$ cat config.mk
export PLATFORM = sky130hd
export DESIGN_NAME = nand_seq
export DESIGN_NICKNAME = d
export VERILOG_FILES = /design/src/rtl/nand_seq_pkg.sv /design/src/rtl/nand_byte_src.sv /design/src/rtl/nand_ready_wait.sv /design/src/rtl/nand_seq.sv
export SDC_FILE = /design/constraint.sdc
export NUM_CORES = 1
export LEC_CHECK = 0
export CORE_MARGIN = 10
export CORE_UTILIZATION = 45
export DETAILED_ROUTE_END_ITERATION = 10
export HOLD_SLACK_MARGIN = 0.06
export PLACE_DENSITY = 0.77
export SKIP_LAST_GASP = 1
export SYNTH_ARGS = -nofsm -noshare
export SYNTH_HDL_FRONTEND = slang
export SYNTH_HIERARCHICAL = 1
export SYNTH_SLANG_ARGS = --single-unit
$ cat constraint.sdc
create_clock -name clk -period 3.56 [get_ports clk]
set_input_delay 0.712 -clock clk [delete_from_list [all_inputs] [get_ports clk]]
set_output_delay 0.712 -clock clk [all_outputs]
set_load 0.02 [all_outputs]
$ cat src/rtl/nand_seq_pkg.sv
package nand_seq_pkg;
  localparam int BYTE_W = 8;

  localparam logic [3:0] OP_NOP  = 4'h0;
  localparam logic [3:0] OP_COL  = 4'h1;
  localparam logic [3:0] OP_ROW  = 4'h2;
  localparam logic [3:0] OP_UADR = 4'h3;
  localparam logic [3:0] OP_BUFW = 4'h8;
  localparam logic [3:0] OP_SW   = 4'h9;
  localparam logic [3:0] OP_BUFR = 4'hA;
  localparam logic [3:0] OP_SR   = 4'hB;
  localparam logic [3:0] OP_WC0  = 4'hC;
  localparam logic [3:0] OP_WC1  = 4'hD;
  localparam logic [3:0] OP_WRD  = 4'hE;

  typedef enum logic [2:0] {
    K_CMD, K_COL, K_ROW, K_UA, K_BUFW, K_SW, K_BUFR, K_SR
  } kind_t;

  typedef enum logic [3:0] {
    S_IDLE, S_DEC, S_WAIT, S_LOAD, S_FETCH, S_FETCH2,
    S_WLO, S_WHI, S_RLO, S_RHI, S_NEXT, S_END
  } state_t;
endpackage

$ cat src/rtl/nand_byte_src.sv
module nand_byte_src
  import nand_seq_pkg::*;
#(
  parameter int BLK_W = 24
) (
  input  kind_t              kind,
  input  logic [1:0]         idx,
  input  logic [1:0]         cmd_sel,
  input  logic [31:0]        cmd_regs,
  input  logic               large_page,
  input  logic [31:0]        page_reg,
  input  logic [BLK_W-1:0]   blk_num,
  input  logic [BYTE_W-1:0]  user_addr,
  input  logic [15:0]        data_wr,
  input  logic [BYTE_W-1:0]  buf_rdata,
  output logic [BYTE_W-1:0]  tx_byte
);
  localparam int ROW_W = BLK_W + 6;

  logic [ROW_W-1:0] row_full;
  logic [ROW_W-1:0] row_sh;
  logic [10:0]      col;
  logic [31:0]      cmd_sh;

  always_comb begin
    if (large_page) row_full = {blk_num, page_reg[17:12]};
    else            row_full = {1'b0, blk_num, page_reg[14:10]};
    row_sh = row_full >> (8 * idx);
    col    = large_page ? page_reg[10:0] : {3'b000, page_reg[7:0]};
    cmd_sh = cmd_regs << (8 * cmd_sel);
  end

  always_comb begin
    unique case (kind)
      K_CMD:   tx_byte = cmd_sh[31:24];
      K_COL:   tx_byte = idx[0] ? {5'b00000, col[10:8]} : col[7:0];
      K_ROW:   tx_byte = row_sh[7:0];
      K_UA:    tx_byte = user_addr;
      K_SW:    tx_byte = idx[0] ? data_wr[15:8] : data_wr[7:0];
      K_BUFW:  tx_byte = buf_rdata;
      default: tx_byte = '0;
    endcase
  end
endmodule

$ cat src/rtl/nand_ready_wait.sv
module nand_ready_wait #(
  parameter int TMO_W = 16
) (
  input  logic             clk,
  input  logic             rst,
  input  logic             en,
  input  logic             rb_n,
  input  logic [TMO_W-1:0] limit,
  output logic             ready,
  output logic             expired
);
  logic [TMO_W-1:0] lo_cnt;

  always_ff @(posedge clk) begin
    if (rst || !en) lo_cnt <= '0;
    else if (!rb_n && lo_cnt != '1) lo_cnt <= lo_cnt + 1'b1;
  end

  assign ready   = en && rb_n;
  assign expired = en && !rb_n && (lo_cnt >= limit);
endmodule

$ cat src/rtl/nand_seq.sv
module nand_seq
  import nand_seq_pkg::*;
#(
  parameter int CNT_W = 12,
  parameter int BLK_W = 24,
  parameter int TMO_W = 16
) (
  input  logic              clk,
  input  logic              rst,
  input  logic              start,
  input  logic [31:0]       instr,
  input  logic [31:0]       cmd_regs,
  input  logic [BLK_W-1:0]  blk_num,
  input  logic [31:0]       page_reg,
  input  logic [CNT_W-1:0]  byte_count,
  input  logic [7:0]        user_addr,
  input  logic [15:0]       data_wr,
  input  logic              two_bytes,
  input  logic              large_page,
  input  logic [1:0]        row_len,
  input  logic [TMO_W-1:0]  wait_limit,
  output logic              cle,
  output logic              ale,
  output logic              we_n,
  output logic              re_n,
  output logic [7:0]        io_out,
  output logic              io_oe,
  input  logic [7:0]        io_in,
  input  logic              rb_n,
  output logic [CNT_W-1:0]  buf_addr,
  output logic              buf_we,
  output logic [7:0]        buf_wdata,
  input  logic [7:0]        buf_rdata,
  output logic [15:0]       data_rd,
  output logic              busy,
  output logic              done,
  output logic              cmd_done,
  output logic              timeout
);
  localparam int SLOTS = 8;
  localparam int SLOT_W = $clog2(SLOTS);

  state_t             state;
  kind_t              kind;
  logic [31:0]        ir;
  logic [SLOT_W-1:0]  slot;
  logic [1:0]         cmd_sel;
  logic [CNT_W-1:0]   idx;
  logic [CNT_W-1:0]   n;
  logic [3:0]         op;
  logic [BYTE_W-1:0]  tx_byte;
  logic               more;
  logic               rdy;
  logic               expired;
  logic               is_addr;

  assign op      = ir[31:28];
  assign more    = ({1'b0, idx} + 1'b1) < {1'b0, n};
  assign is_addr = (kind == K_COL) || (kind == K_ROW) || (kind == K_UA);

  nand_byte_src #(.BLK_W(BLK_W)) u_src (
    .kind(kind), .idx(idx[1:0]), .cmd_sel(cmd_sel), .cmd_regs(cmd_regs),
    .large_page(large_page), .page_reg(page_reg), .blk_num(blk_num),
    .user_addr(user_addr), .data_wr(data_wr), .buf_rdata(buf_rdata),
    .tx_byte(tx_byte)
  );

  nand_ready_wait #(.TMO_W(TMO_W)) u_wait (
    .clk(clk), .rst(rst), .en(state == S_WAIT), .rb_n(rb_n),
    .limit(wait_limit), .ready(rdy), .expired(expired)
  );

  always_ff @(posedge clk) begin
    if (rst) begin
      state    <= S_IDLE;
      kind     <= K_CMD;
      ir       <= '0;
      slot     <= '0;
      cmd_sel  <= '0;
      idx      <= '0;
      n        <= '0;
      cle      <= 1'b0;
      ale      <= 1'b0;
      we_n     <= 1'b1;
      re_n     <= 1'b1;
      io_out   <= '0;
      io_oe    <= 1'b0;
      buf_addr <= '0;
      buf_we   <= 1'b0;
      buf_wdata<= '0;
      data_rd  <= '0;
      busy     <= 1'b0;
      done     <= 1'b0;
      cmd_done <= 1'b0;
      timeout  <= 1'b0;
    end else begin
      done <= 1'b0;
      case (state)
        S_IDLE: if (start) begin
          ir       <= instr;
          slot     <= '0;
          busy     <= 1'b1;
          cmd_done <= 1'b0;
          timeout  <= 1'b0;
          state    <= S_DEC;
        end
        S_DEC: begin
          idx   <= '0;
          state <= S_LOAD;
          case (op)
            OP_NOP: state <= S_END;
            4'h4, 4'h5, 4'h6, 4'h7: begin
              kind <= K_CMD; cmd_sel <= op[1:0]; n <= CNT_W'(1);
            end
            OP_WC0, OP_WC1: begin
              kind <= K_CMD; cmd_sel <= {1'b0, op[0]}; n <= CNT_W'(1);
              state <= S_WAIT;
            end
            OP_WRD: begin
              kind <= K_BUFR; n <= byte_count; state <= S_WAIT;
            end
            OP_COL:  begin kind <= K_COL; n <= large_page ? CNT_W'(2) : CNT_W'(1); end
            OP_ROW:  begin kind <= K_ROW; n <= CNT_W'(row_len) + 1'b1; end
            OP_UADR: begin kind <= K_UA;  n <= CNT_W'(1); end
            OP_BUFW: begin kind <= K_BUFW; n <= byte_count; end
            OP_SW:   begin kind <= K_SW; n <= two_bytes ? CNT_W'(2) : CNT_W'(1); end
            OP_BUFR: begin kind <= K_BUFR; n <= byte_count; end
            OP_SR: begin
              kind <= K_SR; n <= two_bytes ? CNT_W'(2) : CNT_W'(1);
              data_rd <= '0;
            end
            default: state <= S_NEXT;
          endcase
        end
        S_WAIT: begin
          if (rdy) state <= S_LOAD;
          else if (expired) begin
            timeout <= 1'b1;
            state   <= S_END;
          end
        end
        S_LOAD: begin
          if (n == '0) state <= S_NEXT;
          else if (kind == K_BUFR || kind == K_SR) begin
            re_n  <= 1'b0;
            state <= S_RLO;
          end else if (kind == K_BUFW) begin
            buf_addr <= idx;
            state    <= S_FETCH;
          end else begin
            io_out <= tx_byte;
            io_oe  <= 1'b1;
            cle    <= (kind == K_CMD);
            ale    <= is_addr;
            we_n   <= 1'b0;
            state  <= S_WLO;
          end
        end
        S_FETCH: state <= S_FETCH2;
        S_FETCH2: begin
          io_out <= tx_byte;
          io_oe  <= 1'b1;
          cle    <= 1'b0;
          ale    <= 1'b0;
          we_n   <= 1'b0;
          state  <= S_WLO;
        end
        S_WLO: begin
          we_n  <= 1'b1;
          state <= S_WHI;
        end
        S_WHI: begin
          if (more) begin
            idx   <= idx + 1'b1;
            state <= S_LOAD;
          end else begin
            cle   <= 1'b0;
            ale   <= 1'b0;
            io_oe <= 1'b0;
            state <= S_NEXT;
          end
        end
        S_RLO: begin
          re_n <= 1'b1;
          if (kind == K_BUFR) begin
            buf_we    <= 1'b1;
            buf_addr  <= idx;
            buf_wdata <= io_in;
          end else if (idx[0]) data_rd[15:8] <= io_in;
          else data_rd[7:0] <= io_in;
          state <= S_RHI;
        end
        S_RHI: begin
          buf_we <= 1'b0;
          if (more) begin
            idx   <= idx + 1'b1;
            state <= S_LOAD;
          end else state <= S_NEXT;
        end
        S_NEXT: begin
          ir   <= ir << 4;
          slot <= slot + 1'b1;
          state <= (slot == SLOT_W'(SLOTS - 1)) ? S_END : S_DEC;
        end
        S_END: begin
          done     <= 1'b1;
          busy     <= 1'b0;
          cmd_done <= !timeout;
          state    <= S_IDLE;
        end
        default: state <= S_IDLE;
      endcase
    end
  end
endmodule

==> results.toml <==
[critical_path]
worstSetupPathType = "reg -> reg"
arrival_ns = 3.44
worst-r2r-cell-count = 10
startpoint = "idx[0]$_SDFFE_PP0P_"
cp_cell_sequence = "ha_1, nand4_1, xnor2_1, ha_1, o21ai_0, o21ai_0, nand4_1, o21ai_2, nand2_1, o311ai_0"
worst_r2r_startpoint = "idx[0]$_SDFFE_PP0P_"
cpMaxStageDelayCell = "dfxtp_2"
critPathMaxFanout = 10
slowest_delay_ns = 0.46
cp-end-kind = "register"
crit_required_ns = 3.85
startpoint_type = "register"

[synth]
synth_ff_type = "dfxtp_1"
synth-seq-area-share = 0.338
synthTopCellsByCount = "dfxtp_1 (138), nor2_1 (126), nand2_1 (99)"
post-synth-top-count-cell = "dfxtp_1"
synth_cells = 976
syn_area_um2 = 8170
syn_avg_cell_area_um2 = 8.37
synth_edf_count = 0
synthArstFlopShare = 0
yosysUniqueCellTypes = 90
ys_warn_count = 6
syn-num-nets = 1204
ys_seq_elements = 138
synth_top_area_cell = "dfxtp_1"
synth_top_area_share = 0.338
synth_top_cells_by_area = "dfxtp_1 (34%), mux2i_1 (6.1%), nor2_1 (5.8%)"

[placed_design]
io_buffers = 235
place_congestion = 1.02
dpl.cell_count = 1394
dp_hpwl_mm = 20.4

[global_route]
grt_start_max_net_pins = 59
grt_pass1_wl_mm = 41.6
antenna_found_initial = 0
grt_pass1_vias = 8017
overflow = 0
grt.total_usage = 0.213

[floorplanning]
die_w_um = 155
start_util = 0.456
placementRows = 49
core_area_um2 = 17900
ioPinCount = 250
design.die.area_um2 = 23900
die_h_um = 155

[drt]
drcViolationCount = 0
routedWlPerCell_um = 18.4
routed_wl_mm = 26.2
firstDrtPassIters = 5
viasPerCell = 5.63
ant_nets = 0
num_vias = 8017
drt_iter0_markers = 531

[run]
cap_violations = 0

[sta]
finalCritPeriodShare = 0.886
relSlewSlack = 0.405
fin_crit_ns = 3.15
tightest_slew_ns = 0.892
max_freq_mhz = 317
drv_slew = 0
hold_violations = 0
fin_worst_skew_ns = 0.00825
setup_viol = 0
finalSetupTns_ns = 0
rsz0062_at_grt = "no"

[final_layout]
num-fill-cells = 1601
fin_cells = 1424
multi_input_area_um2 = 4940
drive_gt1_frac = 0.0762
area_delta_synth_final_pct = 36.8
nets = 1412
antennaDiodeCount = 0
seqCellArea_um2 = 2760

[clock_tree]
cts_buffers = 17
cts_buffer_depth = 2
ctsHoldBuffers = 0
htreeDepth = 4
clk_latency_ns = 0.42
path_clk_slew_ns = 0.06
cts-root-buf = "clkbuf_16"
cts_tree = "built"
clock_sinks = 138

[power]
power_leakage_nw = 4.38
power_density_nw_per_um2 = 463
ir_drop_mv = 0.436

[worst_hold_path]
min_path_cells = 2
hold_start = "ir[15]$_SDFFE_PP0P_"
hp-class = "reg -> reg"

[status]
status = "complete, no violations"
path summary, 6_finish.rpt:
check	end	slack (ns)
setup / recovery	idx[2]$_SDFFE_PP0P_	0.41
setup reg to reg	idx[2]$_SDFFE_PP0P_	0.41
hold / removal	ir[15]$_SDFFE_PP0P_	0.45
hold reg to reg	ir[15]$_SDFFE_PP0P_	0.45
worst max-delay path, delay by kind of cell (launching register included):
family | cells | cell delay (ns)
adders and majority gates | 2 | 0.61
DFF | 1 | 0.46
xor gates and xnor gates | 1 | 0.20
and+or+nand+nor | 3 | 0.64
AOI/OAI and AO/OA | 4 | 1.11
logic make-up after synthesis:
group,Yosys count,synth area share
AND/OR/NAND/NOR,395,0.249
AO/OA/AOI/OAI,220,0.176
flip-flops,138,0.338
buffers and inverters,108,0.0575
multiplexers,72,0.118
adder cells (fa/ha/maj),32,0.0490
XOR/XNOR,11,0.0118
routing by layer:
metal  part of all wire  global-route usage
met5                  0                   0
met3              0.071              0.0591
met1               0.43               0.252
met2               0.48               0.359
met4              0.027              0.0765
per-stage QoR:
step           power (mW)  instance area (um^2)  setup WS, ns  hold slack [ns]  utilization
4_1_cts              5.20                 11200         0.297            0.457        0.624
5_1_grt              5.47                 11200         0.127            0.477        0.624
3_5_place_dp         3.57                 10600         0.305            0.449        0.594
6_report             5.18                 11200         0.407            0.454        0.624
2_1_floorplan        2.99                  8170         0.672            0.436            -
3_3_place_gp         3.55                 10600         0.494            0.442        0.594
repair_timing:
action | 4_1_cts | 5_1_grt
setup buffers | 0 | 0
hold endpoints to repair | 0 | 0
endpoints found under the setup margin | 0 | 1
resized for setup | 0 | 1
sequential cells by signal, summed over array words and instances (netlist names), 2 cells and up:
register       cells
cmd_sel            2
data_rd           16
state              4
ir                32
u_wait/lo_cnt     16
n                 12
io_out             8
kind               3
buf_addr          12
idx               12
buf_wdata          8
slot               3
report_power, final:
group / leakage (nW) / switching (mW) / internal (mW)
Clock: 0.258 / 0.639 / 0.982
Combinational: 3.00 / 0.874 / 0.719
Sequential: 1.12 / 0.239 / 1.72
layout make-up:
class / instances / area share
multi-input cells: 730 / 0.442
clock buffers: 22 / 0.0415
repair buffers: 252 / 0.222
clock inverters: 8 / 0.00650
well taps: 229 / 0.0256
inverters: 45 / 0.0151
flip-flops and latches: 138 / 0.247
cells in the final DEF, fill, tap and decap left out, types with 32 or more instances in the layout:
master	count
a21oi_1	76
clkdlybuf4s50_1	234
dfxtp_1	137
ha_1	32
inv_1	44
mux2i_1	50
nand2_1	99
nand3_1	33
nor2_1	126
o21ai_0	45
No activity file was read; power rests on OpenSTA's default activity.
